**src/rtl/sram_ctrl_pkg.sv**
```systemverilog
package sram_ctrl_pkg;

    localparam int ADDR_W = 21;
    localparam int LANES  = 2;
    localparam int DATA_W = 8 * LANES;

    typedef enum logic [2:0] {
        PH_BOOT,
        PH_IDLE,
        PH_SETUP,
        PH_ACTIVE,
        PH_RECOVER
    } phase_t;

    typedef struct packed {
        logic              wr;
        logic [ADDR_W-1:0] addr;
        logic [DATA_W-1:0] wdata;
        logic [LANES-1:0]  lanes;
    } access_t;

    // Round a nanosecond figure up to whole clock cycles.
    function automatic int ns_to_cyc(input int ns, input int clk_ns);
        return (ns + clk_ns - 1) / clk_ns;
    endfunction

    function automatic int imax(input int a, input int b);
        return (a > b) ? a : b;
    endfunction

endpackage

```
**src/rtl/sram_boot_timer.sv**
```systemverilog
module sram_boot_timer #(
    parameter int BOOT_CYC = 10000
) (
    input  logic clk,
    input  logic rst,
    output logic done_o
);
    localparam int CW = $clog2(BOOT_CYC + 1);

    logic [CW-1:0] cnt_q;

    always_ff @(posedge clk) begin
        if (rst) begin
            cnt_q  <= '0;
            done_o <= 1'b0;
        end else if (!done_o) begin
            if (cnt_q == CW'(BOOT_CYC - 1)) begin
                done_o <= 1'b1;
            end
            cnt_q <= cnt_q + 1'b1;
        end
    end
endmodule

```
**src/rtl/sram_phase_seq.sv**
```systemverilog
module sram_phase_seq
    import sram_ctrl_pkg::*;
#(
    parameter int RD_SET = 1,
    parameter int RD_ACT = 3,
    parameter int RD_REC = 2,
    parameter int WR_SET = 1,
    parameter int WR_ACT = 3,
    parameter int WR_REC = 1,
    parameter int CNT_W  = 3
) (
    input  logic   clk,
    input  logic   rst,
    input  logic   boot_done_i,
    input  logic   start_i,
    input  logic   start_wr_i,
    input  logic   cur_wr_i,
    output phase_t phase_o,
    output logic   last_o
);
    phase_t           phase_d;
    logic [CNT_W-1:0] cnt_q, cnt_d;

    assign last_o = (cnt_q == '0);

    always_comb begin
        phase_d = phase_o;
        cnt_d   = last_o ? cnt_q : cnt_q - 1'b1;
        unique case (phase_o)
            PH_BOOT: begin
                if (boot_done_i) phase_d = PH_IDLE;
            end
            PH_IDLE: begin
                if (start_i) begin
                    phase_d = PH_SETUP;
                    cnt_d   = start_wr_i ? CNT_W'(WR_SET - 1) : CNT_W'(RD_SET - 1);
                end
            end
            PH_SETUP: begin
                if (last_o) begin
                    phase_d = PH_ACTIVE;
                    cnt_d   = cur_wr_i ? CNT_W'(WR_ACT - 1) : CNT_W'(RD_ACT - 1);
                end
            end
            PH_ACTIVE: begin
                if (last_o) begin
                    phase_d = PH_RECOVER;
                    cnt_d   = cur_wr_i ? CNT_W'(WR_REC - 1) : CNT_W'(RD_REC - 1);
                end
            end
            PH_RECOVER: begin
                if (last_o) phase_d = PH_IDLE;
            end
            default: phase_d = PH_BOOT;
        endcase
    end

    always_ff @(posedge clk) begin
        if (rst) begin
            phase_o <= PH_BOOT;
            cnt_q   <= '0;
        end else begin
            phase_o <= phase_d;
            cnt_q   <= cnt_d;
        end
    end
endmodule

```
**src/rtl/sram_pin_decode.sv**
```systemverilog
module sram_pin_decode
    import sram_ctrl_pkg::*;
(
    input  phase_t           phase_i,
    input  access_t          acc_i,
    output logic             sel_o,
    output logic             wstb_o,
    output logic             ostb_o,
    output logic             drive_o,
    output logic [LANES-1:0] lane_o
);
    logic in_cycle;

    always_comb begin
        in_cycle = (phase_i == PH_SETUP) || (phase_i == PH_ACTIVE);
        sel_o    = in_cycle;
        wstb_o   = (phase_i == PH_ACTIVE) && acc_i.wr;
        ostb_o   = (phase_i == PH_ACTIVE) && !acc_i.wr;
        drive_o  = in_cycle && acc_i.wr;
        lane_o   = in_cycle ? acc_i.lanes : '0;
    end
endmodule

```
**src/rtl/sram_async_ctrl.sv**
```systemverilog
module sram_async_ctrl
    import sram_ctrl_pkg::*;
#(
    parameter int CLK_NS    = 20,
    parameter int T_RC_NS   = 70,
    parameter int T_AA_NS   = 70,
    parameter int T_DOE_NS  = 35,
    parameter int T_HZOE_NS = 25,
    parameter int T_WC_NS   = 70,
    parameter int T_AW_NS   = 60,
    parameter int T_PWE_NS  = 45,
    parameter int T_SD_NS   = 30,
    parameter int T_BOOT_NS = 200000
) (
    input  logic              clk,
    input  logic              rst,
    input  logic              host_req,
    input  logic              host_we,
    input  logic [ADDR_W-1:0] host_addr,
    input  logic [DATA_W-1:0] host_wdata,
    input  logic [LANES-1:0]  host_be,
    output logic              host_ack,
    output logic [DATA_W-1:0] host_rdata,
    output logic [ADDR_W-1:0] mem_addr,
    output logic              mem_ce_n,
    output logic              mem_ce,
    output logic              mem_we_n,
    output logic              mem_oe_n,
    output logic              mem_ub_n,
    output logic              mem_lb_n,
    output logic [DATA_W-1:0] mem_dq_out,
    output logic              mem_dq_oe,
    input  logic [DATA_W-1:0] mem_dq_in
);
    // Phase lengths in clocks, each bounded below by one cycle.
    localparam int RD_SET   = 1;
    localparam int RD_ACT   = imax(imax(ns_to_cyc(T_DOE_NS, CLK_NS),
                                        ns_to_cyc(T_AA_NS, CLK_NS) - RD_SET), 1);
    localparam int RD_REC   = imax(imax(ns_to_cyc(T_HZOE_NS, CLK_NS),
                                        ns_to_cyc(T_RC_NS, CLK_NS) - RD_SET - RD_ACT), 1);
    localparam int WR_ACT   = imax(ns_to_cyc(T_PWE_NS, CLK_NS), 1);
    localparam int WR_SET   = imax(imax(ns_to_cyc(T_AW_NS, CLK_NS) - WR_ACT,
                                        ns_to_cyc(T_SD_NS, CLK_NS) - WR_ACT), 1);
    localparam int WR_REC   = imax(ns_to_cyc(T_WC_NS, CLK_NS) - WR_SET - WR_ACT, 1);
    localparam int BOOT_CYC = imax(ns_to_cyc(T_BOOT_NS, CLK_NS), 1);
    localparam int LONGEST  = imax(imax(imax(RD_ACT, RD_REC), imax(WR_SET, WR_ACT)),
                                   imax(WR_REC, RD_SET));
    localparam int CNT_W    = $clog2(LONGEST + 1);

    phase_t           phase;
    logic             last;
    logic             boot_done;
    access_t          acc_q;
    logic             accept, empty_req;
    logic             sel, wstb, ostb, drive;
    logic [LANES-1:0] lane_en;
    logic [DATA_W-1:0] rd_mask;

    assign accept    = (phase == PH_IDLE) && host_req && (|host_be);
    assign empty_req = (phase == PH_IDLE) && host_req && !(|host_be);

    sram_boot_timer #(.BOOT_CYC(BOOT_CYC)) u_boot (
        .clk    (clk),
        .rst    (rst),
        .done_o (boot_done)
    );

    sram_phase_seq #(
        .RD_SET(RD_SET), .RD_ACT(RD_ACT), .RD_REC(RD_REC),
        .WR_SET(WR_SET), .WR_ACT(WR_ACT), .WR_REC(WR_REC),
        .CNT_W (CNT_W)
    ) u_seq (
        .clk         (clk),
        .rst         (rst),
        .boot_done_i (boot_done),
        .start_i     (accept),
        .start_wr_i  (host_we),
        .cur_wr_i    (acc_q.wr),
        .phase_o     (phase),
        .last_o      (last)
    );

    sram_pin_decode u_pins (
        .phase_i (phase),
        .acc_i   (acc_q),
        .sel_o   (sel),
        .wstb_o  (wstb),
        .ostb_o  (ostb),
        .drive_o (drive),
        .lane_o  (lane_en)
    );

    // Lane-wide mask applied to captured read data.
    for (genvar g = 0; g < LANES; g++) begin : g_lane
        assign rd_mask[8*g +: 8] = {8{acc_q.lanes[g]}};
    end

    always_ff @(posedge clk) begin
        if (rst) begin
            acc_q      <= '0;
            host_ack   <= 1'b0;
            host_rdata <= '0;
        end else begin
            if (accept) begin
                acc_q <= '{wr: host_we, addr: host_addr, wdata: host_wdata, lanes: host_be};
            end
            if (phase == PH_ACTIVE && last && !acc_q.wr) begin
                host_rdata <= mem_dq_in & rd_mask;
            end
            host_ack <= empty_req || (phase == PH_RECOVER && last);
        end
    end

    assign mem_addr   = acc_q.addr;
    assign mem_ce_n   = !sel;
    assign mem_ce     = sel;
    assign mem_we_n   = !wstb;
    assign mem_oe_n   = !ostb;
    assign mem_lb_n   = !lane_en[0];
    assign mem_ub_n   = !lane_en[1];
    assign mem_dq_out = acc_q.wdata;
    assign mem_dq_oe  = drive;
endmodule

```
**config.mk**
```make
export PLATFORM = sky130hd
export DESIGN_NAME = sram_async_ctrl
export DESIGN_NICKNAME = d
export VERILOG_FILES = /design/src/rtl/sram_ctrl_pkg.sv /design/src/rtl/sram_boot_timer.sv /design/src/rtl/sram_phase_seq.sv /design/src/rtl/sram_pin_decode.sv /design/src/rtl/sram_async_ctrl.sv
export SDC_FILE = /design/constraint.sdc
export NUM_CORES = 1
export LEC_CHECK = 0
export ABC_AREA = 1
export CAP_MARGIN = 20
export CORE_MARGIN = 2
export CORE_UTILIZATION = 41
export DETAILED_ROUTE_END_ITERATION = 10
export PLACE_DENSITY = 0.77
export SLEW_MARGIN = 20
export SYNTH_ARGS = -nofsm -noshare
export SYNTH_HDL_FRONTEND = slang
export SYNTH_SLANG_ARGS = --single-unit
```
**constraint.sdc**
```tcl
create_clock -name clk -period 1.4 [get_ports clk]
set_clock_uncertainty 0.05 [all_clocks]
set_input_delay 0.14 -clock clk [delete_from_list [all_inputs] [get_ports clk]]
set_output_delay 0.14 -clock clk [all_outputs]
set_load 0.02 [all_outputs]
```
* After elaboration in Yosys (flattened, before gate mapping)
Index checks and enable logic that the tools add are counted.
Word-level totals: flip-flop bits (word level) 77, input port bits 59, output and inout port bits 61, logic and storage cells 60
Cells by class: add/sub/neg operators 2, eq/ne operators 10, mux-type cells 15, bitwise logic cells 1, reduce and logical (&&, ||, !) cells 22
Operators with widths (count):
- $and 16x16->16 | 1
- $mux 3 | 5
- $pmux 3 s5 | 1
- $add 14x1->14 const B | 1
- $eq 14x14->1 const B | 1
- $mux 2 | 5
- $ne 2x2->1 const B | 5
- $logic_and 1x1->1 | 9
- $logic_not 1->1 | 7
- $eq 3x2->1 const B | 2
- $pmux 2 s3 | 1
- $reduce_and 5->1 | 1
- $eq 3x1->1 const B | 1
- $eq 3x3->1 const B | 1
- $logic_not 3->1 | 1
- $mux 1 | 3
- $logic_not 2->1 | 1
- $logic_or 1x1->1 | 2
- $reduce_or 2->1 | 1
- $sub 2x1->2 const B | 1

* Logic depth before layout (Yosys ltp)
Gate-level depths: netlist of run 1.
word-level depth 5, mapped depth 10

* Modules after synthesis
A second synthesis of run 1 with hierarchy kept.
Second synthesis, totals: cell total of the unflattened synthesis 678, area total of the unflattened synthesis 4266.6 um2
Modules (own cells, without submodules):
- sram_async_ctrl | times used 1, cells each 495, area an instance 3083.0 um2, seq. area each 1141.1 um2
- sram_boot_timer | times used 1, cells each 115, area an instance 780.7 um2, seq. area each 300.3 um2
- sram_phase_seq | times used 1, cells each 56, area an instance 356.6 um2, seq. area each 100.1 um2
- sram_pin_decode | times used 1, cells each 12, area an instance 46.3 um2, seq. area each 0.0 um2

* Worst setup path after synthesis of run 1
No wires, ideal clock.
path type reg2reg, start reg u_seq.phase_o[1], end reg host_rdata[10], arrival 1359 ps, data required time 1216 ps, path slack -142 ps, cell stages (with the launch flop) 11, path buffers 1, period minus slack after synthesis 1542 ps, path through dfxtp_1 -> inv_1 -> nor2_4 -> inv_4 -> nor2_8 -> nand2_4 -> nor2_8 -> inv_2 -> buf_6 -> nand2_1 -> a21oi_1
Between the ends: longest elaborated chain between the ends 3
Ends and longest elaborated chain:
- from (decl) | line sram_phase_seq.sv:18 | output phase_t phase_o,
- from (signal assigned) | line sram_phase_seq.sv:63 | phase_o <= phase_d;
- $eq 3x2->1 | line sram_async_ctrl.sv:107 | if (phase == PH_ACTIVE && last && !acc_q.wr) begin
- $logic_and 1x1->1 (2 in a row) | line sram_async_ctrl.sv:107
- to (signal assigned) | line sram_async_ctrl.sv:108 | host_rdata <= mem_dq_in & rd_mask;
- to (decl) | line sram_async_ctrl.sv:23 | output logic [DATA_W-1:0] host_rdata,
Every way passes these cells. A chain may end at the register's enable or synchronous reset.

* Worst setup path after layout of run 1
start reg u_seq.phase_o[1], end out mem_oe_n
Between the ends: longest elaborated chain between the ends 3
Ends and longest elaborated chain:
- $eq 3x2->1 | line sram_pin_decode.sv:18 | ostb_o = (phase_i == PH_ACTIVE) && !acc_i.wr;
- $logic_and 1x1->1 | line sram_pin_decode.sv:18
- $logic_not 1->1 | line sram_async_ctrl.sv:118 | assign mem_oe_n = !ostb;
- to (decl) | line sram_async_ctrl.sv:28 | output logic mem_oe_n,
Every way passes these cells.

==> impl_metrics.yaml, run 1 <==
status:
  outcome: "finished with violations"
  failed_checks: "setup timing"
power:
  power.switching_uw: 2190
  total_power_uw: 6700
  power.internal_uw: 4510
  power_frac_comb_pct: 34.1
  irDropWorstVdd_mv: 0.644
  leakage_uw: 0.00209
  seqPwrFrac_pct: 38.9
  cellPowerDensity_nw_per_um2: 1340
  switching_share_pct: 32.7
  pwr-share-clk_pct: 27.0
setup_path:
  max_stage_delay_ns: 0.33
  cp.required_ns: 1.21
  reg2reg_from: "u_seq.phase_o[1]"
  cp.arrival_ns: 1.36
  path_max_fanout: 4
  critPathCaptureType: "primary output"
  cpLargestDelayFamily: "buffers and inverters"
  critical_path_class: "flip-flop to primary output"
  path_cells: "inv_2, nor2_4, inv_4, buf_12, nor2_8, nand2_1, buf_4"
  worst-path-buf-inv: 4
  slowest_stage: "dfxtp_2"
  crit_path_start: "u_seq.phase_o[1]"
  start_kind: "flip-flop"
global_route:
  track_usage_pct: 17.3
  grt_first_pass_wirelength_um: 12200
  grt_pass1_vias: 2785
  grt_max_degree: 45
  grt-ovfl-total: 0
  grt_antenna_before_repair: 0
detailed_routing:
  dr_wl_met3_um: 479
  viasPerCell: 4.70
  vias: 3058
  wl_per_cell_um: 12.5
  drt-met1-wl_um: 3500
  ant_nets: 0
  route.met2.wl_um: 4080
  drc: 0
  wl_um: 8170
  dr.pass1.iters: 5
  highest_layer: "met4"
  drt-initial-drc-count: 83
sta:
  rsz0062_at_grt: "true"
  drv_slew: 0
  timing.hold.ws_ns: 0.316
  worstMarginPinSlew_ns: 0.281
  layout_setup_ws_ns: -0.148
  period_needed_ns: 1.55
  timing.fmax_ghz: 0.646
  slew_headroom_pct: 81.3
  setup_viol: 33
  post-route-period-util_pct: 111
  finalHoldViolCount: 0
die:
  initial_core_util_pct: 41.7
  coreArea_um2: 8130
  std_cell_rows: 33
  chipWidth_um: 95.0
  boundaryPins: 120
  dieArea_um2: 9020
  fp.dieH_um: 95.0
finish:
  drive_gt1_share_pct: 19.2
  final_common_cell: "dfxtp_1"
  final_cell_mix: "dfxtp_1 (70), inv_1 (60), a21oi_1 (58), clkdlybuf4s50_1 (58), dlygate4sd2_1 (55)"
  final_net_count: 605
  post-route-cell-area_um2: 4990
  antenna_cells: 0
  syn_to_final_growth_pct: 47.1
  nFillCells: 721
yosys:
  synth_async_sr_flop_share_pct: 0
  synth_warnings: 0
  synth_edf_count: 0
  synth-compound-area-share_pct: 18.6
  synth_area_per_cell_um2: 7.75
  synth.area.mux_share_pct: 0
  yosys.area_share.simple_pct: 15.7
  synth.distinct_cells: 32
  synth_top_family_by_area: "compound AO/OA/AOI/OAI gates"
  synth_xor_area_share_pct: 0.516
  synth_nets: 501
  synth-adder-area-share_pct: 1.47
  synth-seq-cells: 77
  syn_area_um2: 3390
  synthCells: 438
  ys.flop_type: "dfxtp_1"
  synth_seq_area_share_pct: 45.4
clock_tree:
  clockBufferDepth: 2
  cts_sinks: 77
  path_clk_slew_ns: 0.08
  cts_hold_buf: 0
  cts_buffers: 9
  cts_root_buf: "clkbuf_8"
  cts_tree: "done"
  ctsHtreeMaxLevel: 3
  clk_latency_ns: 0.35
run:
  drv_cap: 0
place:
  dp_hpwl_um: 5930
  io_buffers: 119
  dpl_cell_area_um2: 4600
  gp_congestion: 0.877
worst_hold_path:
  hold_path.class: "primary input to flip-flop"
  hp-start: "mem_dq_in[15]"
[timing repair]
action,in CTS,in global routing
resized for setup,87,66
pin swaps,0,10
setup buffers,2,2
cloned,0,1
setup endpoints to repair,82,70
[power groups by stage]
| stage | Sequential, µW | Clock [µW] | Combinational, µW |
|---|---|---|---|
| floorplan | 2620 | 0 | 1470 |
| global placement | 2640 | 0 | 2180 |
| detailed placement | 2660 | 0 | 2220 |
| CTS | 2600 | 1870 | 2140 |
| global route | 2630 | 1950 | 2480 |
| finish | 2610 | 1810 | 2290 |
[path summary, 6_finish.rpt]
path,to,slack [ns],depth (start not counted)
worst max-delay path,mem_oe_n,-0.15,7
worst min-delay path,host_rdata[15],0.32,3
worst max register to register,host_rdata[9],-0.14,10
worst min register to register,mem_addr[2],0.39,2
[state kept, by name, indices dropped and copies added (netlist names)]
name,cells
acc_q,3
host_ack,1
host_rdata,16
mem_addr,21
mem_dq_out,16
u_boot.cnt_q,14
u_boot.done_o,1
u_seq.cnt_q,2
u_seq.phase_o,3
[worst reg2reg max path, cell delays in order, from the launching register on]
cell and delay, ns:
dfxtp_2 0.33, inv_2 0.05, nor2_4 0.12, inv_4 0.06, buf_12 0.12, nor2_8 0.11, nand2_4 0.09, nor2_8 0.18
clkbuf_16 0.18, nand3_2 0.06, a21oi_2 0.13
[through the flow]
stage	TNS, ns	worst slack, ns	utilization (%)	instances
floorplan	-0.970	-0.0991	-	438
global placement	-3.27	-0.108	56.6	631
detailed placement	-4.94	-0.209	56.6	631
CTS	-2.09	-0.172	58.7	648
global route	-7.13	-0.224	61.4	651
finish	-2.30	-0.148	61.4	651
[cell type report]
| cell class | count | area (µm²) | share of cell area (%) |
|---|---|---|---|
| clock buffer | 11 | 141 | 2.83 |
| clock inverter | 4 | 72.6 | 1.45 |
| inverter | 63 | 244 | 4.89 |
| multi-input combinational | 241 | 1420 | 28.3 |
| sequential | 77 | 1550 | 31.1 |
| tap | 105 | 131 | 2.63 |
| timing repair buffer | 150 | 1440 | 28.7 |
[synth_stat cells, types with 4 or more instances]
| master | n | share of area, % |
|---|---|---|
| a21oi_1 | 71 | 10 |
| buf_2 | 4 | 0.59 |
| buf_4 | 37 | 8.2 |
| clkbuf_1 | 8 | 0.88 |
| dfxtp_1 | 77 | 45 |
| ha_1 | 4 | 1.5 |
| inv_1 | 61 | 6.7 |
| nand2_1 | 49 | 5.4 |
| nand3_1 | 28 | 4.1 |
| nor2_1 | 20 | 2.2 |
| nor3_1 | 5 | 0.74 |
| o21ai_0 | 44 | 6.5 |
[per-layer routing]
metal  track usage (%)  vias to the layer above
li1                  -                     1585
met1              20.0                     1382
met2              30.6                       83
met3              4.07                        8
met4              7.00                        0
met5                 0                        -
[cells by family (layout without fill, tap and decap cells)]
kind of cell	Yosys count	in the layout
simple gates	113	113
flops	77	77
xor+xnor	2	2
buf+inv	120	228
compound gates	122	122
fa+ha+maj	4	4
No activity file was read; power rests on OpenSTA's default activity.
==> run 2: changes to the inputs <==
CORE_ASPECT_RATIO = 0.6   (was unset)
CORE_UTILIZATION = 48   (was 41)
PLACE_DENSITY = 0.85   (was 0.77)
REMOVE_ABC_BUFFERS = 1   (was unset)
clock period = 1.8 ns   (was 1.4 ns; I/O delays follow)
==> run 2 against run 1 <==
The run now ends clean. Global-route usage grew 3.1 points. Die area down 14%. Cell count down 6.0%. Via count increased by 0.98%. Sequential power is 22% lower. Combinational power fell by 30%. Routed wire length fell by 3.3%. Clock power is 9% lower. Critical path type unchanged. Largest power group unchanged.
==> impl_metrics.yaml, run 2 (synthesis results as in run 1) <==
clock_tree:
  cts_buffers: 9
  cts_root_buf: "clkbuf_16"
  clk_latency_ns: 0.33
  cts_tree: "done"
  cts_sinks: 77
  path_clk_slew_ns: 0.06
  ctsHtreeMaxLevel: 3
  clockBufferDepth: 2
worst_hold_path:
  hold_path.class: "primary input to flip-flop"
setup_path:
  critical_path_class: "flip-flop to primary output"
  reg2reg_from: "u_seq.phase_o[1]"
  crit_path_start: "u_seq.phase_o[1]"
  critPathCaptureType: "primary output"
  cp.arrival_ns: 1.47
  critPathCapture: "mem_oe_n"
  cp.required_ns: 1.57
  r2r_cells: 7
  path_max_fanout: 4
  worstReg2RegEnd: "mem_addr[10]"
  start_kind: "flip-flop"
  ff2ff_setup_slack_ns: 0.21
detailed_routing:
  dr_wl_met3_um: 620
  drc: 0
  wl_per_cell_um: 12.9
  viasPerCell: 5.05
  vias: 3088
  drt-met1-wl_um: 3510
  route.met2.wl_um: 3650
  drt-initial-drc-count: 322
  ant_nets: 0
  dr.pass1.iters: 5
  wl_um: 7900
  highest_layer: "met4"
sta:
  rsz0062_at_grt: "false"
  period_needed_ns: 1.70
  setup_viol: 0
  worstMarginPinSlew_ns: 0.321
  timing.fmax_ghz: 0.588
  timing.hold.ws_ns: 0.371
  post-route-period-util_pct: 94.5
  finalHoldViolCount: 0
  drv_slew: 0
  tns_ns: 0
  slew_headroom_pct: 78.6
finish:
  largest_reg_flops: 21
  final_net_count: 583
  final_common_cell: "clkdlybuf4s50_1"
  drive_gt1_share_pct: 7.05
  nFillCells: 548
  final_core_util_pct: 69.2
  syn_to_final_growth_pct: 37.9
  final_cell_mix: "clkdlybuf4s50_1 (112), dfxtp_1 (76), a21oi_1 (71)"
  antenna_cells: 0
die:
  boundaryPins: 120
  dieArea_um2: 7780
  fp.dieH_um: 69.1
  coreArea_um2: 6760
  std_cell_rows: 23
  initial_core_util_pct: 50.2
  chipWidth_um: 113
status:
  outcome: "finished clean"
power:
  power.internal_uw: 3560
  cellPowerDensity_nw_per_um2: 1120
  switching_share_pct: 32.4
  seqPwrFrac_pct: 38.5
  power.switching_uw: 1710
  irDropWorstVdd_mv: 0.535
  pwr-share-clk_pct: 31.2
  power_frac_comb_pct: 30.3
  leakage_uw: 0.00174
global_route:
  grt_max_degree: 80
  grt-ovfl-total: 0
  grt_antenna_before_repair: 0
  grt_pass1_vias: 2874
  grt_first_pass_wirelength_um: 13000
  track_usage_pct: 20.4
place:
  dp_hpwl_um: 5510
  gp_congestion: 0.876
  io_buffers: 119
run:
  drv_cap: 0
## run 2: changes by cell type in the layout (fill, tap and decap cells not counted), moves of 13 or more
cell	before	now
o21ai_0	23	44
dlygate4sd2_1	55	6
a21oi_2	14	1
clkdlybuf4s50_1	58	112
nand3_1	12	28
o21ai_1	21	1
a21oi_1	58	71
buf_4	26	7
nand3_2	14	0
## run 2: layout make-up
cell class              instances  area [µm²]  share of cell area, %
flip-flops and latches         77        1540                   33.0
multi-input cells             241        1240                   26.4
clock buffers                  10         239                   5.10
well taps                      87         109                   2.32
repair buffers                128        1280                   27.3
clock inverters                 6        38.8                  0.828
inverters                      63         239                   5.10
## run 2: how the worst min path moves through the flow
stage / from / endpoint / slack (ns) / cells past startpoint
global route: mem_dq_in[4] / host_rdata[4] / 0.39 / 3
detailed placement: mem_addr[18] / mem_addr[18] / 0.38 / 2
finish: mem_dq_in[4] / host_rdata[4] / 0.37 / 3
CTS: mem_dq_in[4] / host_rdata[4] / 0.36 / 3
global placement: mem_dq_out[6] / mem_dq_out[6] / 0.38 / 2
floorplan: rst / u_seq.cnt_q[0] / 0.19 / 1
## run 2: per-layer routing
metal  vias up  track usage [%]
met3        14             7.39
met1      1412             24.3
li1       1553                -
met5         -                0
met2       109             33.8
met4         0             7.59
## run 2: worst max-delay path: stages, from the launching register on
cell and delay [ns]:
dfxtp_1 0.35, inv_2 0.07, nor2_4 0.15, inv_4 0.07, nor2_8 0.11, nand2_1 0.06, dlygate4sd2_1 0.32
## run 2: power groups by stage
stage          Combinational [µW]  Sequential (µW)  Clock [µW]
6_report                     1600             2030        1640
2_1_floorplan                 672             2240           0
3_5_place_dp                 1570             2060           0
4_1_cts                      1570             2020        1680
3_3_place_gp                 1520             2050           0
5_1_grt                      1740             2050        1740
## run 2: what timing repair did
action / CTS / global route
hold endpoints to repair: 0 / 0
setup endpoints to repair: 7 / 3
hold buffers: 0 / 0
setup buffers: 0 / 2
resized for setup: 8 / 2
pin swaps: 0 / 1
## run 2: through the flow
stage	setup WS [ns]	instance area (µm²)	instances	total power, µW
after floorplan	-0.209	3010	381	2910
after global placement	0.174	4400	594	3570
after detailed placement	0.0945	4400	594	3630
after CTS	0.0184	4670	610	5270
after global routing	0.0331	4680	612	5530
final	0.0998	4680	612	5270
==> run 3: changes to the inputs <==
HOLD_SLACK_MARGIN = 0.08   (was unset)
==> results of run 3 <==
No change in the layout: final DEF, timing and power equal those of run 2.
